File: src/rtl/subch_pkg.sv
package subch_pkg;

  typedef struct packed {
    logic txLoad;
    logic rxLoad;
  } subch_strobe_t;

  // Low-order field mask; a count of 0 selects all eight bits.
  function automatic logic [7:0] lowMask(input logic [2:0] cnt);
    logic [8:0] ones;
    ones = (9'd1 << cnt) - 9'd1;
    return (cnt == 3'd0) ? 8'hFF : ones[7:0];
  endfunction

endpackage

File: src/rtl/subch_ctrl.sv
module subch_ctrl
  import subch_pkg::*;
#(
  parameter int NUM_FIFO = 4,
  parameter int NUM_SLOT = 4,
  localparam int SLOT_W = (NUM_SLOT > 1) ? $clog2(NUM_SLOT) : 1
) (
  input  logic                       clk,
  input  logic                       rstN,
  input  logic                       frameStrobe,
  input  logic                       modeChanSel,
  input  logic [NUM_FIFO-1:0]        fifoEn,
  input  logic [NUM_FIFO*SLOT_W-1:0] fifoSlot,
  input  logic                       slotValid,
  input  logic [SLOT_W-1:0]          slotIdx,
  input  logic                       rxValid,
  input  logic [SLOT_W-1:0]          rxIdx,
  output subch_strobe_t              strobes,
  output logic [NUM_FIFO-1:0]        txHit,
  output logic [NUM_FIFO-1:0]        rxHit
);

  logic [NUM_FIFO-1:0] served;
  logic [NUM_FIFO-1:0] servedNow;
  logic [NUM_FIFO-1:0] mapOk;
  logic [SLOT_W-1:0]   mapSlot [NUM_FIFO];

  // A strobe in the same cycle opens the new frame before the hit test.
  assign servedNow = frameStrobe ? '0 : served;

  for (genvar f = 0; f < NUM_FIFO; f++) begin : g_map
    localparam logic [SLOT_W-1:0] SIMPLE_SLOT = SLOT_W'(f % NUM_SLOT);
    localparam bit SIMPLE_OK = (f < NUM_SLOT);
    assign mapSlot[f] = modeChanSel ? fifoSlot[f*SLOT_W +: SLOT_W] : SIMPLE_SLOT;
    assign mapOk[f]   = fifoEn[f] & (modeChanSel | SIMPLE_OK);
    assign txHit[f]   = slotValid & mapOk[f] & (mapSlot[f] == slotIdx) & ~servedNow[f];
    assign rxHit[f]   = rxValid & mapOk[f] & (mapSlot[f] == rxIdx);
  end

  assign strobes.txLoad = slotValid;
  assign strobes.rxLoad = rxValid;

  always_ff @(posedge clk or negedge rstN) begin
    if (!rstN) served <= '0;
    else       served <= servedNow | txHit;
  end

endmodule

File: src/rtl/subch_datapath.sv
module subch_datapath
  import subch_pkg::*;
#(
  parameter int NUM_FIFO = 4,
  parameter int NUM_SLOT = 4,
  localparam int SLOT_W = (NUM_SLOT > 1) ? $clog2(NUM_SLOT) : 1
) (
  input  logic                  clk,
  input  logic                  rstN,
  input  subch_strobe_t         strobes,
  input  logic [NUM_FIFO-1:0]   txHit,
  input  logic [NUM_FIFO-1:0]   rxHit,
  input  logic [SLOT_W-1:0]     slotIdx,
  input  logic [NUM_FIFO*8-1:0] fifoTxData,
  input  logic [NUM_FIFO*3-1:0] bitCnt,
  input  logic [NUM_FIFO*3-1:0] startBit,
  input  logic [NUM_SLOT*8-1:0] slotMask,
  input  logic [7:0]            rxByte,
  output logic                  txValid,
  output logic [7:0]            txByte,
  output logic [NUM_FIFO-1:0]   fifoPop,
  output logic [NUM_FIFO-1:0]   rxWrite,
  output logic [7:0]            rxData
);

  logic [7:0] merged;

  // Ascending walk: a higher-index FIFO overwrites lower ones on overlap.
  always_comb begin
    logic [7:0]  fm;
    logic [15:0] field;
    logic [15:0] pos;
    fm     = '0;
    field  = '0;
    pos    = '0;
    merged = slotMask[slotIdx*8 +: 8];
    for (int f = 0; f < NUM_FIFO; f++) begin
      if (txHit[f]) begin
        fm     = lowMask(bitCnt[f*3 +: 3]);
        field  = {8'h00, fifoTxData[f*8 +: 8] & fm} << startBit[f*3 +: 3];
        pos    = {8'h00, fm} << startBit[f*3 +: 3];
        merged = (merged & ~pos[7:0]) | field[7:0];
      end
    end
  end

  always_ff @(posedge clk or negedge rstN) begin
    if (!rstN) begin
      txValid <= 1'b0;
      txByte  <= '0;
      fifoPop <= '0;
      rxWrite <= '0;
      rxData  <= '0;
    end else begin
      txValid <= strobes.txLoad;
      fifoPop <= txHit;
      rxWrite <= rxHit;
      if (strobes.txLoad) txByte <= merged;
      if (strobes.rxLoad) rxData <= rxByte;
    end
  end

endmodule

File: src/rtl/subch_bitmux.sv
module subch_bitmux
  import subch_pkg::*;
#(
  parameter int NUM_FIFO = 4,
  parameter int NUM_SLOT = 4,
  localparam int SLOT_W = (NUM_SLOT > 1) ? $clog2(NUM_SLOT) : 1
) (
  input  logic                       clk,
  input  logic                       rstN,
  input  logic                       frameStrobe,
  input  logic                       modeChanSel,
  input  logic [NUM_FIFO-1:0]        fifoEn,
  input  logic [NUM_FIFO*SLOT_W-1:0] fifoSlot,
  input  logic [NUM_FIFO*3-1:0]      bitCnt,
  input  logic [NUM_FIFO*3-1:0]      startBit,
  input  logic [NUM_SLOT*8-1:0]      slotMask,
  input  logic                       slotValid,
  input  logic [SLOT_W-1:0]          slotIdx,
  input  logic [NUM_FIFO*8-1:0]      fifoTxData,
  output logic                       txValid,
  output logic [7:0]                 txByte,
  output logic [NUM_FIFO-1:0]        fifoPop,
  input  logic                       rxValid,
  input  logic [SLOT_W-1:0]          rxIdx,
  input  logic [7:0]                 rxByte,
  output logic [NUM_FIFO-1:0]        rxWrite,
  output logic [7:0]                 rxData
);

  subch_strobe_t       strobes;
  logic [NUM_FIFO-1:0] txHit;
  logic [NUM_FIFO-1:0] rxHit;

  subch_ctrl #(.NUM_FIFO(NUM_FIFO), .NUM_SLOT(NUM_SLOT)) i_ctrl (
    .clk(clk), .rstN(rstN), .frameStrobe(frameStrobe), .modeChanSel(modeChanSel),
    .fifoEn(fifoEn), .fifoSlot(fifoSlot), .slotValid(slotValid), .slotIdx(slotIdx),
    .rxValid(rxValid), .rxIdx(rxIdx), .strobes(strobes), .txHit(txHit), .rxHit(rxHit)
  );

  subch_datapath #(.NUM_FIFO(NUM_FIFO), .NUM_SLOT(NUM_SLOT)) i_dp (
    .clk(clk), .rstN(rstN), .strobes(strobes), .txHit(txHit), .rxHit(rxHit),
    .slotIdx(slotIdx), .fifoTxData(fifoTxData), .bitCnt(bitCnt), .startBit(startBit),
    .slotMask(slotMask), .rxByte(rxByte), .txValid(txValid), .txByte(txByte),
    .fifoPop(fifoPop), .rxWrite(rxWrite), .rxData(rxData)
  );

endmodule

File: config.mk
export PLATFORM = sky130hd
export DESIGN_NAME = subch_bitmux
export DESIGN_NICKNAME = d
export VERILOG_FILES = /design/src/rtl/subch_pkg.sv /design/src/rtl/subch_ctrl.sv /design/src/rtl/subch_datapath.sv /design/src/rtl/subch_bitmux.sv
export SDC_FILE = /design/constraint.sdc
export NUM_CORES = 1
export LEC_CHECK = 0
export BUFFER_PORTS_ARGS = -buffer_cell sky130_fd_sc_hd__buf_4
export CORE_ASPECT_RATIO = 0.6
export CORE_MARGIN = 1
export CORE_UTILIZATION = 56
export CTS_BUF_LIST = sky130_fd_sc_hd__clkbuf_16
export DETAILED_ROUTE_END_ITERATION = 8
export PLACE_DENSITY = 0.88
export SYNTH_ARGS = -nofsm -noshare
export SYNTH_HDL_FRONTEND = slang
export SYNTH_HIERARCHICAL = 1
export SYNTH_SLANG_ARGS = --single-unit
File: constraint.sdc
create_clock -name clk -period 6.4 [get_ports clk]
set_clock_uncertainty 0.05 [all_clocks]
set_input_delay 0.64 -clock clk [delete_from_list [all_inputs] [get_ports clk]]
set_output_delay 0.64 -clock clk [all_outputs]
set_load 0.01 [all_outputs]
After elaboration in Yosys (flattened, before gate mapping)
Index checks and enable logic that the tools add are counted.
{"block": "word_totals", "reg_bits": 29, "in_bits": 118, "output_inout_bits": 25, "wordCells": 89}
{"block": "op_classes", "addsub": 4, "n_eq_ne": 8, "n_shift": 13, "mux": 13, "bitwise_logic": 41, "n_reduce_logical": 4}
{"cell": "$and 8x8->8", "n": 8}
{"cell": "$mux 8", "n": 8}
{"cell": "$shl 8x3->8", "n": 8}
{"cell": "$not 8->8", "n": 4}
{"cell": "$or 8x8->8", "n": 4}
{"cell": "$shiftx 32x6->8", "n": 1}
{"cell": "$shl 1x3->8 const A", "n": 4}
{"cell": "$sub 8x1->8 const B", "n": 4}
{"cell": "$and 1x1->1", "n": 20}
{"cell": "$eq 2x2->1", "n": 8}
{"cell": "$logic_not 3->1", "n": 4}
{"cell": "$mux 2", "n": 4}
{"cell": "$mux 4", "n": 1}
{"cell": "$not 1->1", "n": 4}
{"cell": "$or 4x4->4", "n": 1}

Longest topological paths before layout
Gate-level depths: netlist of run 1.
{"block": "logic_depth", "depth_word": 17, "depth_mapped": 12}

Modules after synthesis
The synthesis of run 1 kept the hierarchy.
{"mod": "subch_datapath", "instances": 1, "cells_each": 475, "area_each_um2": 3604.7}
{"mod": "subch_ctrl", "instances": 1, "cells_each": 75, "area_each_um2": 580.6}

Least setup slack after synthesis of run 1
OpenSTA, ideal clock, no wires.
{"block": "synth_path", "path_kind": "input port to flip-flop", "startpoint": "input modeChanSel", "endpoint": "register i_dp.txByte[4]", "setup_time_ps": 129, "t_arrival_ps": 2618, "setup_slack_ps": 3603, "path_stages": 10, "path_buffers": 2, "cell_sequence": "buf_4 -> buf_2 -> a21oi_1 -> o211ai_1 -> nor3_1 -> nand2b_1 -> o32ai_1 -> nor4bb_1 -> a211oi_1 -> nand3_1"}
{"item": "from (decl)", "line": "subch_bitmux.sv:11", "text": "input logic modeChanSel,"}
{"item": "$mux 2 *", "line": "subch_ctrl.sv:34", "text": "assign mapSlot[f] = modeChanSel ? fifoSlot[f*SLOT_W +: SLOT_W] : SIMPLE_SLOT;"}
{"item": "$eq 2x2->1 *", "line": "subch_ctrl.sv:36", "text": "assign txHit[f] = slotValid & mapOk[f] & (mapSlot[f] == slotIdx) & ~servedNow[f];"}
{"item": "$and 1x1->1 * (2 in a row)", "line": "subch_ctrl.sv:36"}
{"item": "named net txHit[2]", "line": "subch_bitmux.sv:31", "text": "logic [NUM_FIFO-1:0] txHit;"}
{"item": "$mux 8 *", "line": "subch_datapath.sv:38", "text": "if (txHit[f]) begin"}
{"item": "$and 8x8->8", "line": "subch_datapath.sv:42", "text": "merged = (merged & ~pos[7:0]) | field[7:0];"}
{"item": "$or 8x8->8", "line": "subch_datapath.sv:42"}
{"item": "$mux 8 *", "line": "subch_datapath.sv:38"}
{"item": "to (signal assigned)", "line": "subch_datapath.sv:58", "text": "if (strobes.txLoad) txByte <= merged;"}
{"item": "to (decl)", "line": "subch_datapath.sv:20", "text": "output logic [7:0] txByte,"}
Mark *: on every way through the listed nets, which the timed path passes. The rest lies on a longest branch.
A chain may end at the register's enable or synchronous reset.

Final worst setup path of run 1
{"block": "layout_path", "startpoint": "input modeChanSel", "endpoint": "register i_dp.txByte[1]"}
{"block": "layout_between", "elab_chain_len": 14}
{"item": "$mux 2 *", "line": "subch_ctrl.sv:34"}
{"item": "$eq 2x2->1 *", "line": "subch_ctrl.sv:36"}
{"item": "$and 1x1->1 * (2 in a row)", "line": "subch_ctrl.sv:36"}
{"item": "named net txHit[0]", "line": "subch_bitmux.sv:31"}
{"item": "$mux 8 *", "line": "subch_datapath.sv:38"}
{"item": "$and 8x8->8", "line": "subch_datapath.sv:42"}
{"item": "$or 8x8->8", "line": "subch_datapath.sv:42"}
{"item": "$mux 8 *", "line": "subch_datapath.sv:38"}
{"item": "$and 8x8->8", "line": "subch_datapath.sv:42"}
{"item": "$or 8x8->8", "line": "subch_datapath.sv:42"}
{"item": "$mux 8 *", "line": "subch_datapath.sv:38"}
{"item": "$and 8x8->8", "line": "subch_datapath.sv:42"}
{"item": "$or 8x8->8", "line": "subch_datapath.sv:42"}
{"item": "$mux 8 *", "line": "subch_datapath.sv:38"}
Marked as above.

==> results of run 1 <==
-- registers in the layout (all words and copies together), names as in the netlist --
register and flops:
i_dp/rxWrite 4, i_ctrl/served 4, i_dp/fifoPop 4, i_dp/txValid 1
i_dp/rxData 8, i_dp/txByte 8
-- cells by family after synthesis --
| kind of cell | after synthesis | synth area share [%] |
|---|---|---|
| simple gates | 207 | 28.0 |
| compound gates | 185 | 31.5 |
| buf+inv | 75 | 7.89 |
| mux | 40 | 12.3 |
| flops | 29 | 17.3 |
| xor+xnor | 12 | 2.51 |
| fa+ha+maj | 2 | 0.508 |
-- placed cells by master (no fill, tap or decap), types with 4 or more instances in the layout --
cell       netlist  routed
nand3_1         24      24
nor3b_1          6       6
o21ba_2          4       4
a311oi_1         4       4
nand4_1          7       7
o31ai_1          9       9
mux2_2          11      11
buf_4            3     144
nand2_1         45      45
a22oi_1          5       5
nand2b_1        12      12
nor2b_1         13      13
a2111oi_2        4       4
nand3b_1         6       6
nor4_1           9       9
a211oi_1        12      12
o32ai_1          7       7
o21ai_0         35      35
o41ai_1          5       5
nor2_1          28      28
a31oi_1          6       6
mux2i_1         21      21
xnor2_1         10      10
clkbuf_16        0       5
mux4_2           8       8
o211ai_1         7       7
nor3_1          15      15
a21oi_1         40      40
o221ai_1         7       7
a211o_1          4       4
nor4b_1          8       8
o311ai_0         4       4
dfrtp_1         29      29
and3_1           8       8
inv_1           17      18
-- report_power, final --
part	internal [mW]	total, mW	leakage [nW]	switching [mW]
Clock	0.141	0.218	0.0748	0.0770
Combinational	0.145	0.313	1.73	0.168
Sequential	0.200	0.212	0.363	0.0121
Total	0.486	0.743	2.17	0.257
-- routing by layer --
metal / GRT usage [%] / vias to the layer above
li1: - / 2315
met1: 47.4 / 2399
met2: 57.7 / 411
met3: 8.74 / 41
met4: 11.7 / 0
met5: 0 / -
-- worst max-delay path, stage by stage --
cell and delay (ns):
buf_4 0.18, nand2_1 0.09, xnor2_1 0.16, a2111oi_2 0.83
nor3b_1 0.50, nand2_1 0.11, a22oi_1 0.20, o21ai_0 0.15
a22oi_1 0.16, o21ai_0 0.10
-- worst max-delay path by stage --
| stage | end | start | cells past startpoint |
|---|---|---|---|
| after floorplan | i_dp/txByte[4] | modeChanSel | 10 |
| after global placement | i_dp/txByte[0] | modeChanSel | 10 |
| after detailed placement | i_dp/txByte[0] | modeChanSel | 10 |
| after CTS | i_dp/txByte[0] | modeChanSel | 10 |
| after global routing | i_dp/txByte[5] | modeChanSel | 10 |
| final | i_dp/txByte[1] | modeChanSel | 10 |
-- final cells by class --
cell class / instances / area share [%]
Tap cell: 100 / 2.37
Inverter: 19 / 1.35
Multi-Input combinational cell: 446 / 59.4
Clock inverter: 3 / 0.261
Clock buffer: 5 / 2.37
Timing Repair Buffer: 144 / 20.5
Sequential cell: 29 / 13.8
==> flow_summary.yaml, run 1 <==
worst_setup_path:
  cp-start-kind: "primary input"
  path_max_fanout: 19
  cp.required_ns: 6.50
  endpoint_kind: "flop"
  r2r_start: "i_ctrl/served[0]"
  cp.arrival_ns: 3.13
  critPathKind: "in2reg"
  reg2reg_to: "i_dp/txByte[1]"
  r2r_setup_slack_ns: 3.78
  rr_worst_depth: 7
synth:
  synth_seq_area_share_pct: 17.3
  yosysMostFrequentCell: "nand2_1"
  ys_warn_count: 6
  synth_area_leaders: "dfrtp_1 17%, mux2i_1 5.0%, a21oi_1 4.8%, mux4_2 4.3%, o21ai_0 4.2%"
  synth_nets: 668
  synth-main-ff-cell: "dfrtp_1"
  netlist_area_sq_mm: 0.00419
  synthDistinctLibCells: 82
  syn_inst: 550
  ys_ff_latch: 29
  yosysTopAreaCellShare_pct: 17.3
  synth_top_area_cell: "dfrtp_1"
  synth-async-reset-ratio_pct: 100
  syn_area_per_cell_sq_um: 7.61
  yosys-top-cells-count: "45 x nand2_1, 40 x a21oi_1, 35 x o21ai_0, 29 x dfrtp_1, 28 x nor2_1"
  synth_edf_count: 0
clock_tree:
  clock_tree.htree_level_count: 2
  cts_root_buffer: "clkbuf_16"
  clock_sinks: 29
  clkTransAtPathRegs_ns: 0.05
  worstSkewPairLatency_ns: 0.27
  cts_setup_buffers: 0
  cts_buffer_depth: 2
  cts_tree: "built"
  post_cts_resized: 0
  cts_hold_buf: 0
  numCtsBuffers: 5
cells_and_area:
  multi_input_area_sq_mm: 0.00313
  areaGrowthSynthToFinish_pct: 25.9
  final_layout_size_suffix_gt1_share_pct: 29.3
  final_cell_area_sq_mm: 0.00527
  instances_no_fill: 746
  diodes: 0
  fill_cells: 536
  ff_latch_area_sq_um: 726
  fin_util_pct: 76.0
  final_nets: 763
placement:
  routabilityCongestion: 0.991
  postPlaceCellArea_sq_mm: 0.00513
  dp_cells: 738
  port_buffers: 142
  post-place-ws_ns: 3.18
  dpl.hpwl_mm: 10.7
floorplan:
  die_x_um: 114
  ioPinCount: 143
  die_h_um: 69.0
  start_util_pct: 60.3
  dieArea_sq_mm: 0.00783
  row_count: 23
  coreArea_sq_mm: 0.00694
timing:
  period_share_pct: 47.4
  hold_viol: 0
  slew_headroom_pct: 38.2
  worst_pin_slew_ns: 0.925
  finalWorstSetupSlack_ns: 3.37
  fin_hold_ws_ns: 0.234
  min_period_ns: 3.03
  finalSetupTns_ns: 0
  max_freq_mhz: 330
  rsz0062_at_grt: "no"
  slew_viol_final: 0
  setup-violations-final: 0
power_and_ir_drop:
  power_uw: 743
  p_per_area_mw_per_mm2: 141
  max-vdd-ir-drop_mv: 0.0899
  p_leak_nw: 2.17
detailed_routing:
  drc: 0
  drt-initial-drc-count: 715
  vias: 5166
  routed.top_layer: "met4"
  ant_nets: 0
  dr_wl_met2_mm: 6.11
  wirelength_mm: 14.1
  viasPerCell: 6.92
  m1WireLength_mm: 5.83
  wl_met3_mm: 1.85
  firstDrtPassIters: 6
  drt-wirelength-per-cell_um: 18.9
global_route:
  grt_pass1_wl_mm: 22.0
  grt_util_all_layers_pct: 35.7
  grt_pass1_vias: 4587
  grt_max_degree: 30
  grt_overflow: 0
  antenna_found_initial: 0
run:
  maxCapViolCount: 0
min_path:
  hp-class: "in2async"
status:
  status: "finished, final reports clean"
No activity file was read; power rests on OpenSTA's default activity.
==> run 2, diff against run 1 <==
--- a/config.mk
+++ b/config.mk
@@ -8,10 +8,10 @@
 export BUFFER_PORTS_ARGS = -buffer_cell sky130_fd_sc_hd__buf_4
 export CORE_ASPECT_RATIO = 0.6
 export CORE_MARGIN = 1
-export CORE_UTILIZATION = 56
+export CORE_UTILIZATION = 52
 export CTS_BUF_LIST = sky130_fd_sc_hd__clkbuf_16
 export DETAILED_ROUTE_END_ITERATION = 8
-export PLACE_DENSITY = 0.88
+export PLACE_DENSITY = 0.82
 export SYNTH_ARGS = -nofsm -noshare
 export SYNTH_HDL_FRONTEND = slang
 export SYNTH_HIERARCHICAL = 1
==> constraint.sdc (replaced) <==
create_clock -name clk -period 3.1 [get_ports clk]
set_clock_uncertainty 0.05 [all_clocks]
set_input_delay 0.31 -clock clk [delete_from_list [all_inputs] [get_ports clk]]
set_output_delay 0.31 -clock clk [all_outputs]
set_load 0.01 [all_outputs]
==> flow_summary.yaml, run 2 (synthesized netlist as in run 1, its figures left out) <==
worst_setup_path:
  startpoint: "modeChanSel"
  cp.required_ns: 3.20
  cp-start-kind: "primary input"
  cp.arrival_ns: 2.50
  endpoint_kind: "flop"
  r2r_setup_slack_ns: 0.77
  cp_cell_sequence: "buf_4, nand2_1, xnor2_1, a2111oi_2, buf_4, nor3b_1, nand2_1, a22oi_1, o21ai_0, a22oi_1, o21ai_0"
  cp_slowest_cell: "nor3b_1"
  max_stage_delay_ns: 0.42
  r2r_start: "i_ctrl/served[0]"
  reg2reg_to: "i_dp/txByte[1]"
  critPathKind: "in2reg"
  endpoint: "i_dp/txByte[1]"
  path_max_fanout: 19
  rr_worst_depth: 8
clock_tree:
  cts_buffer_depth: 2
  numCtsBuffers: 5
  cts_tree: "built"
  clock_tree.htree_level_count: 2
  cts_root_buffer: "clkbuf_16"
  cts_hold_buf: 1
  clock_sinks: 29
  post_cts_resized: 0
  cts_setup_buffers: 0
  clkTransAtPathRegs_ns: 0.05
  worstSkewPairLatency_ns: 0.27
power_and_ir_drop:
  p_per_area_mw_per_mm2: 300
  power_mw: 1.60
  p_leak_nw: 2.19
  max-vdd-ir-drop_mv: 0.180
run:
  maxCapViolCount: 0
cells_and_area:
  fill_cells: 611
  final_nets: 766
  top_regs: "i_dp/rxData (8), i_dp/txByte (8)"
  mostFrequentLayoutCells: "146 x buf_4, 45 x nand2_1, 40 x a21oi_1"
  final_common_cell: "buf_4"
  final_cell_area_sq_mm: 0.00533
  areaGrowthSynthToFinish_pct: 27.2
  fin_util_pct: 70.9
  diodes: 0
  final_layout_size_suffix_gt1_share_pct: 29.3
detailed_routing:
  drt-initial-drc-count: 484
  viasPerCell: 6.65
  wirelength_mm: 13.4
  vias: 5005
  drc: 0
  firstDrtPassIters: 6
  drt-wirelength-per-cell_um: 17.7
  ant_nets: 0
timing:
  finalWorstSetupSlack_ns: 0.695
  slew_headroom_pct: 51.2
  finalSetupTns_ns: 0
  hold_viol: 0
  rsz0062_at_grt: "no"
  worst_pin_slew_ns: 0.731
  max_freq_mhz: 416
  slew_viol_final: 0
  period_share_pct: 77.6
  min_period_ns: 2.41
  setup-violations-final: 0
global_route:
  use_met1_pct: 45.6
  grt.busiest_layer: "met2"
  grt_max_degree: 30
  antenna_found_initial: 0
  grtUsageMet2_pct: 49.9
  grt_overflow: 0
  met3_usage_pct: 6.29
  grt_util_all_layers_pct: 31.7
  grt_pass1_wl_mm: 21.6
  grt_pass1_vias: 4357
placement:
  port_buffers: 142
  postPlaceCellArea_sq_mm: 0.00515
  dpl.hpwl_mm: 10.4
  post-place-ws_ns: 0.481
  routabilityCongestion: 0.962
floorplan:
  coreArea_sq_mm: 0.00751
  die_h_um: 71.5
  row_count: 24
  start_util_pct: 55.8
  die_x_um: 118
  ioPinCount: 143
  dieArea_sq_mm: 0.00842
min_path:
  hold-path-cell-count: 2
  hp-class: "in2reg"
status:
  status: "finished, final reports clean"
==> run 2: cell count changes in the layout (fill, tap and decap cells not counted), sizes merged <==
cell         previous run  this run
clkinv                  4         3
buf                   144       146
dlygate4sd3             0         1
bufinv                  0         1
==> run 2: report_power, final <==
group / total (mW) / internal [mW] / switching (mW)
Sequential: 0.436 / 0.414 / 0.0224
Combinational: 0.640 / 0.300 / 0.340
Clock: 0.523 / 0.371 / 0.152
==> run 2: layout make-up <==
type                            instances  area [sq um]  share of cell area (%)
Clock buffer                            5           125                    2.35
Tap cell                              104           130                    2.44
Inverter                               19          71.3                    1.34
Timing Repair Buffer                  147          1110                    20.8
Multi-Input combinational cell        446          3130                    58.8
Clock inverter                          3          37.5                   0.705
Sequential cell                        29           726                    13.6
==> run 2: through the flow <==
stage	hold slack (ns)	instances
detailed placement	0.194	744
finish	0.216	753
floorplan	-0.0356	550
global placement	0.194	744
global route	0.208	753
CTS	0.207	753
==> run 2: metal layers <==
layer / vias to the layer above / wire (um)
met5: - / 0
met4: 0 / 120
met3: 18 / 1320
met2: 329 / 5900
met1: 2330 / 6020
li1: 2328 / -
==> run 2: critical path, delay by kind of cell <==
| kind | cells | cell delay [ns] |
|---|---|---|
| buffers and inverters | 2 | 0.40 |
| xor gates and xnor gates | 1 | 0.16 |
| and+or+nand+nor | 3 | 0.62 |
| AOI/OAI and AO/OA | 5 | 1.02 |
==> run 2: how the worst min path moves through the flow <==
stage	to	from	slack, ns
2_1_floorplan	i_ctrl/served[0]	rstN	-0.04
3_3_place_gp	i_dp/rxData[1]	rstN	0.19
3_5_place_dp	i_dp/rxData[1]	rstN	0.19
4_1_cts	i_ctrl/served[3]	frameStrobe	0.21
5_1_grt	i_ctrl/served[1]	frameStrobe	0.21
6_report	i_ctrl/served[3]	frameStrobe	0.22
==> run 3, diff against run 2 <==
--- a/config.mk
+++ b/config.mk
@@ -5,10 +5,11 @@
 export SDC_FILE = /design/constraint.sdc
 export NUM_CORES = 1
 export LEC_CHECK = 0
+export ABC_AREA = 1
 export BUFFER_PORTS_ARGS = -buffer_cell sky130_fd_sc_hd__buf_4
 export CORE_ASPECT_RATIO = 0.6
 export CORE_MARGIN = 1
-export CORE_UTILIZATION = 52
+export CORE_UTILIZATION = 51
 export CTS_BUF_LIST = sky130_fd_sc_hd__clkbuf_16
 export DETAILED_ROUTE_END_ITERATION = 8
 export PLACE_DENSITY = 0.82
==> constraint.sdc (replaced) <==
create_clock -name clk -period 2.4 [get_ports clk]
set_clock_uncertainty 0.05 [all_clocks]
set_input_delay 0.24 -clock clk [delete_from_list [all_inputs] [get_ports clk]]
set_output_delay 0.24 -clock clk [all_outputs]
set_load 0.01 [all_outputs]
==> flow_summary.yaml, run 3 <==
global_route:
  grt_pass1_vias: 4421
  antenna_found_initial: 0
  grt_pass1_wl_mm: 20.9
  grt_overflow: 0
  grt_util_all_layers_pct: 32.9
  grt_max_degree: 30
cells_and_area:
  top_regs: "i_dp/rxData (8), i_dp/txByte (8)"
  final_layout_size_suffix_gt1_share_pct: 24.7
  final_nets: 942
  final_cell_area_sq_mm: 0.00510
  multi_input_area_sq_mm: 0.00266
  diodes: 0
  areaGrowthSynthToFinish_pct: 33.4
  mostFrequentLayoutCells: "217 x nand2_1, 149 x buf_4, 80 x nand3_1"
  fill_cells: 664
  fin_util_pct: 70.2
  final_common_cell: "nand2_1"
  ff_latch_area_sq_um: 726
synth:
  synth_compound_area_share_pct: 22.5
  synthDistinctLibCells: 39
  synth_top_area_cell: "nand2_1"
  yosys-top-cells-count: "217 x nand2_1, 80 x nand3_1, 73 x inv_1, 64 x o21ai_0, 63 x nor2_1"
  synth_top_family_by_area: "simple AND/OR/NAND/NOR gates"
  ys_ff_latch: 29
  yosys.area_share.adder_pct: 0
  synth_edf_count: 0
  synth_nets: 811
  yosysMostFrequentCell: "nand2_1"
  ys_warn_count: 6
  synthSimpleGateAreaFrac_pct: 44.2
  synth_seq_area_share_pct: 19.0
  yosysTopAreaCellShare_pct: 21.3
  synthMuxAreaShare_pct: 2.36
  syn_inst: 693
  syn_area_per_cell_sq_um: 5.52
  synth-xor-area-share_pct: 0.458
  synth-main-ff-cell: "dfrtp_1"
  synth-async-reset-ratio_pct: 100
  netlist_area_sq_mm: 0.00382
  synth_area_leaders: "nand2_1 21%, dfrtp_1 19%, nand3_1 10%, o21ai_0 8.4%, inv_1 7.2%"
run:
  maxCapViolCount: 0
worst_setup_path:
  cp_slowest_cell: "dfrtp_1"
  endpoint_kind: "flop"
  max_stage_delay_ns: 0.35
  critPathKind: "reg2reg"
  r2r_setup_slack_ns: 0.43
  path_common_cell: "nand2_1"
  path_max_fanout: 5
  cp-start-kind: "flop"
  cp.arrival_ns: 2.12
  cp_cell_sequence: "inv_1, nor2_1, nor3_1, buf_4, inv_1, nor2_1, inv_1, a21oi_1, nand2_1, nand2_1, inv_1, nand2_1, nand2_1, nand2_1, nand2_1, a21oi_2"
  cp.required_ns: 2.55
clock_tree:
  clock_tree.htree_level_count: 2
  cts_buffer_depth: 2
  worstSkewPairLatency_ns: 0.27
  numCtsBuffers: 5
  clkTransAtPathRegs_ns: 0.05
  cts_tree: "built"
  cts_root_buffer: "clkbuf_16"
  clock_sinks: 29
  post_cts_resized: 0
  cts_setup_buffers: 0
detailed_routing:
  ant_nets: 0
  viasPerCell: 5.59
  vias: 5193
  drt-initial-drc-count: 643
  wirelength_mm: 12.9
  firstDrtPassIters: 5
  drc: 0
  drt-wirelength-per-cell_um: 13.9
timing:
  min_period_ns: 1.97
  slew_headroom_pct: 68.6
  rsz0062_at_grt: "no"
  setup-violations-final: 0
  max_freq_mhz: 508
  finalSetupTns_ns: 0
  period_share_pct: 82.1
  slew_viol_final: 0
  hold_viol: 0
  finalWorstSetupSlack_ns: 0.431
  worst_pin_slew_ns: 0.471
floorplan:
  dieArea_sq_mm: 0.00786
  ioPinCount: 143
  start_util_pct: 52.6
  die_x_um: 114
  coreArea_sq_mm: 0.00727
  die_h_um: 69.1
  row_count: 24
placement:
  postPlaceCellArea_sq_mm: 0.00495
  post-place-ws_ns: 0.202
  port_buffers: 142
  dpl.hpwl_mm: 10.4
  routabilityCongestion: 0.988
power_and_ir_drop:
  p_leak_nw: 2.63
  max-vdd-ir-drop_mv: 0.240
  p_per_area_mw_per_mm2: 383
status:
  status: "finished, final reports clean"
min_path:
  hp-class: "in2reg"
run 3: path summary, 6_finish.rpt:
check | cells past startpoint | from | endpoint
max | 16 | i_ctrl/served[1] | i_dp/txByte[7]
min | 2 | rxByte[5] | i_dp/rxData[5]
max reg2reg | 16 | i_ctrl/served[1] | i_dp/txByte[7]
min reg2reg | 1 | i_dp/rxData[5] | i_dp/rxData[5]
max in group asynchronous | 2 | rstN | i_dp/rxWrite[0]
min in group asynchronous | 2 | rstN | i_dp/fifoPop[0]
run 3: repair_timing:
item / CTS / global route
hold buffers: 1 / 0
hold endpoints to repair: 29 / 0
setup endpoints to repair: 0 / 0
run 3: layout make-up:
class | instances | area share, %
clock buffers | 5 | 2.45
clock inverters | 3 | 0.344
inverters | 84 | 6.18
multi-input cells | 554 | 52.1
flip-flops and latches | 29 | 14.2
well taps | 104 | 2.55
repair buffers | 150 | 22.1
run 3: report_power, final:
group	total (mW)	switching (mW)	internal (mW)	leakage [nW]
sequential	0.556	0.0218	0.534	0.358
combinational	0.802	0.461	0.341	2.20
clock	0.593	0.214	0.379	0.0696
run 3: logic make-up after synthesis:
kind of cell | count (synthesis)
AOI/OAI and AO/OA | 149
and+or+nand+nor | 395
DFF | 29
buffers and inverters | 110
muxes | 8
xor gates and xnor gates | 2
run 3: per-stage QoR:
stage / total power [mW] / cells / hold slack, ns
finish: 1.95 / 929 / 0.154
global route: 2.07 / 929 / 0.145
CTS: 1.95 / 929 / 0.149
detailed placement: 1.35 / 920 / 0.151
global placement: 1.33 / 920 / 0.142
floorplan: 0.993 / 693 / -0.106
run 3: critical path, delay by kind of cell (launching register included):
family	cells	cell delay (ns)
flops	1	0.35
simple gates	9	0.80
compound gates	2	0.30
buf+inv	5	0.41
run 3: per-layer routing:
metal	up-vias	wire (um)	GRT usage (%)
li1	2538	-	-
met1	2329	6100	50.7
met2	311	5280	48.1
met3	15	1390	5.80
met4	0	100	4.68
met5	-	0	0
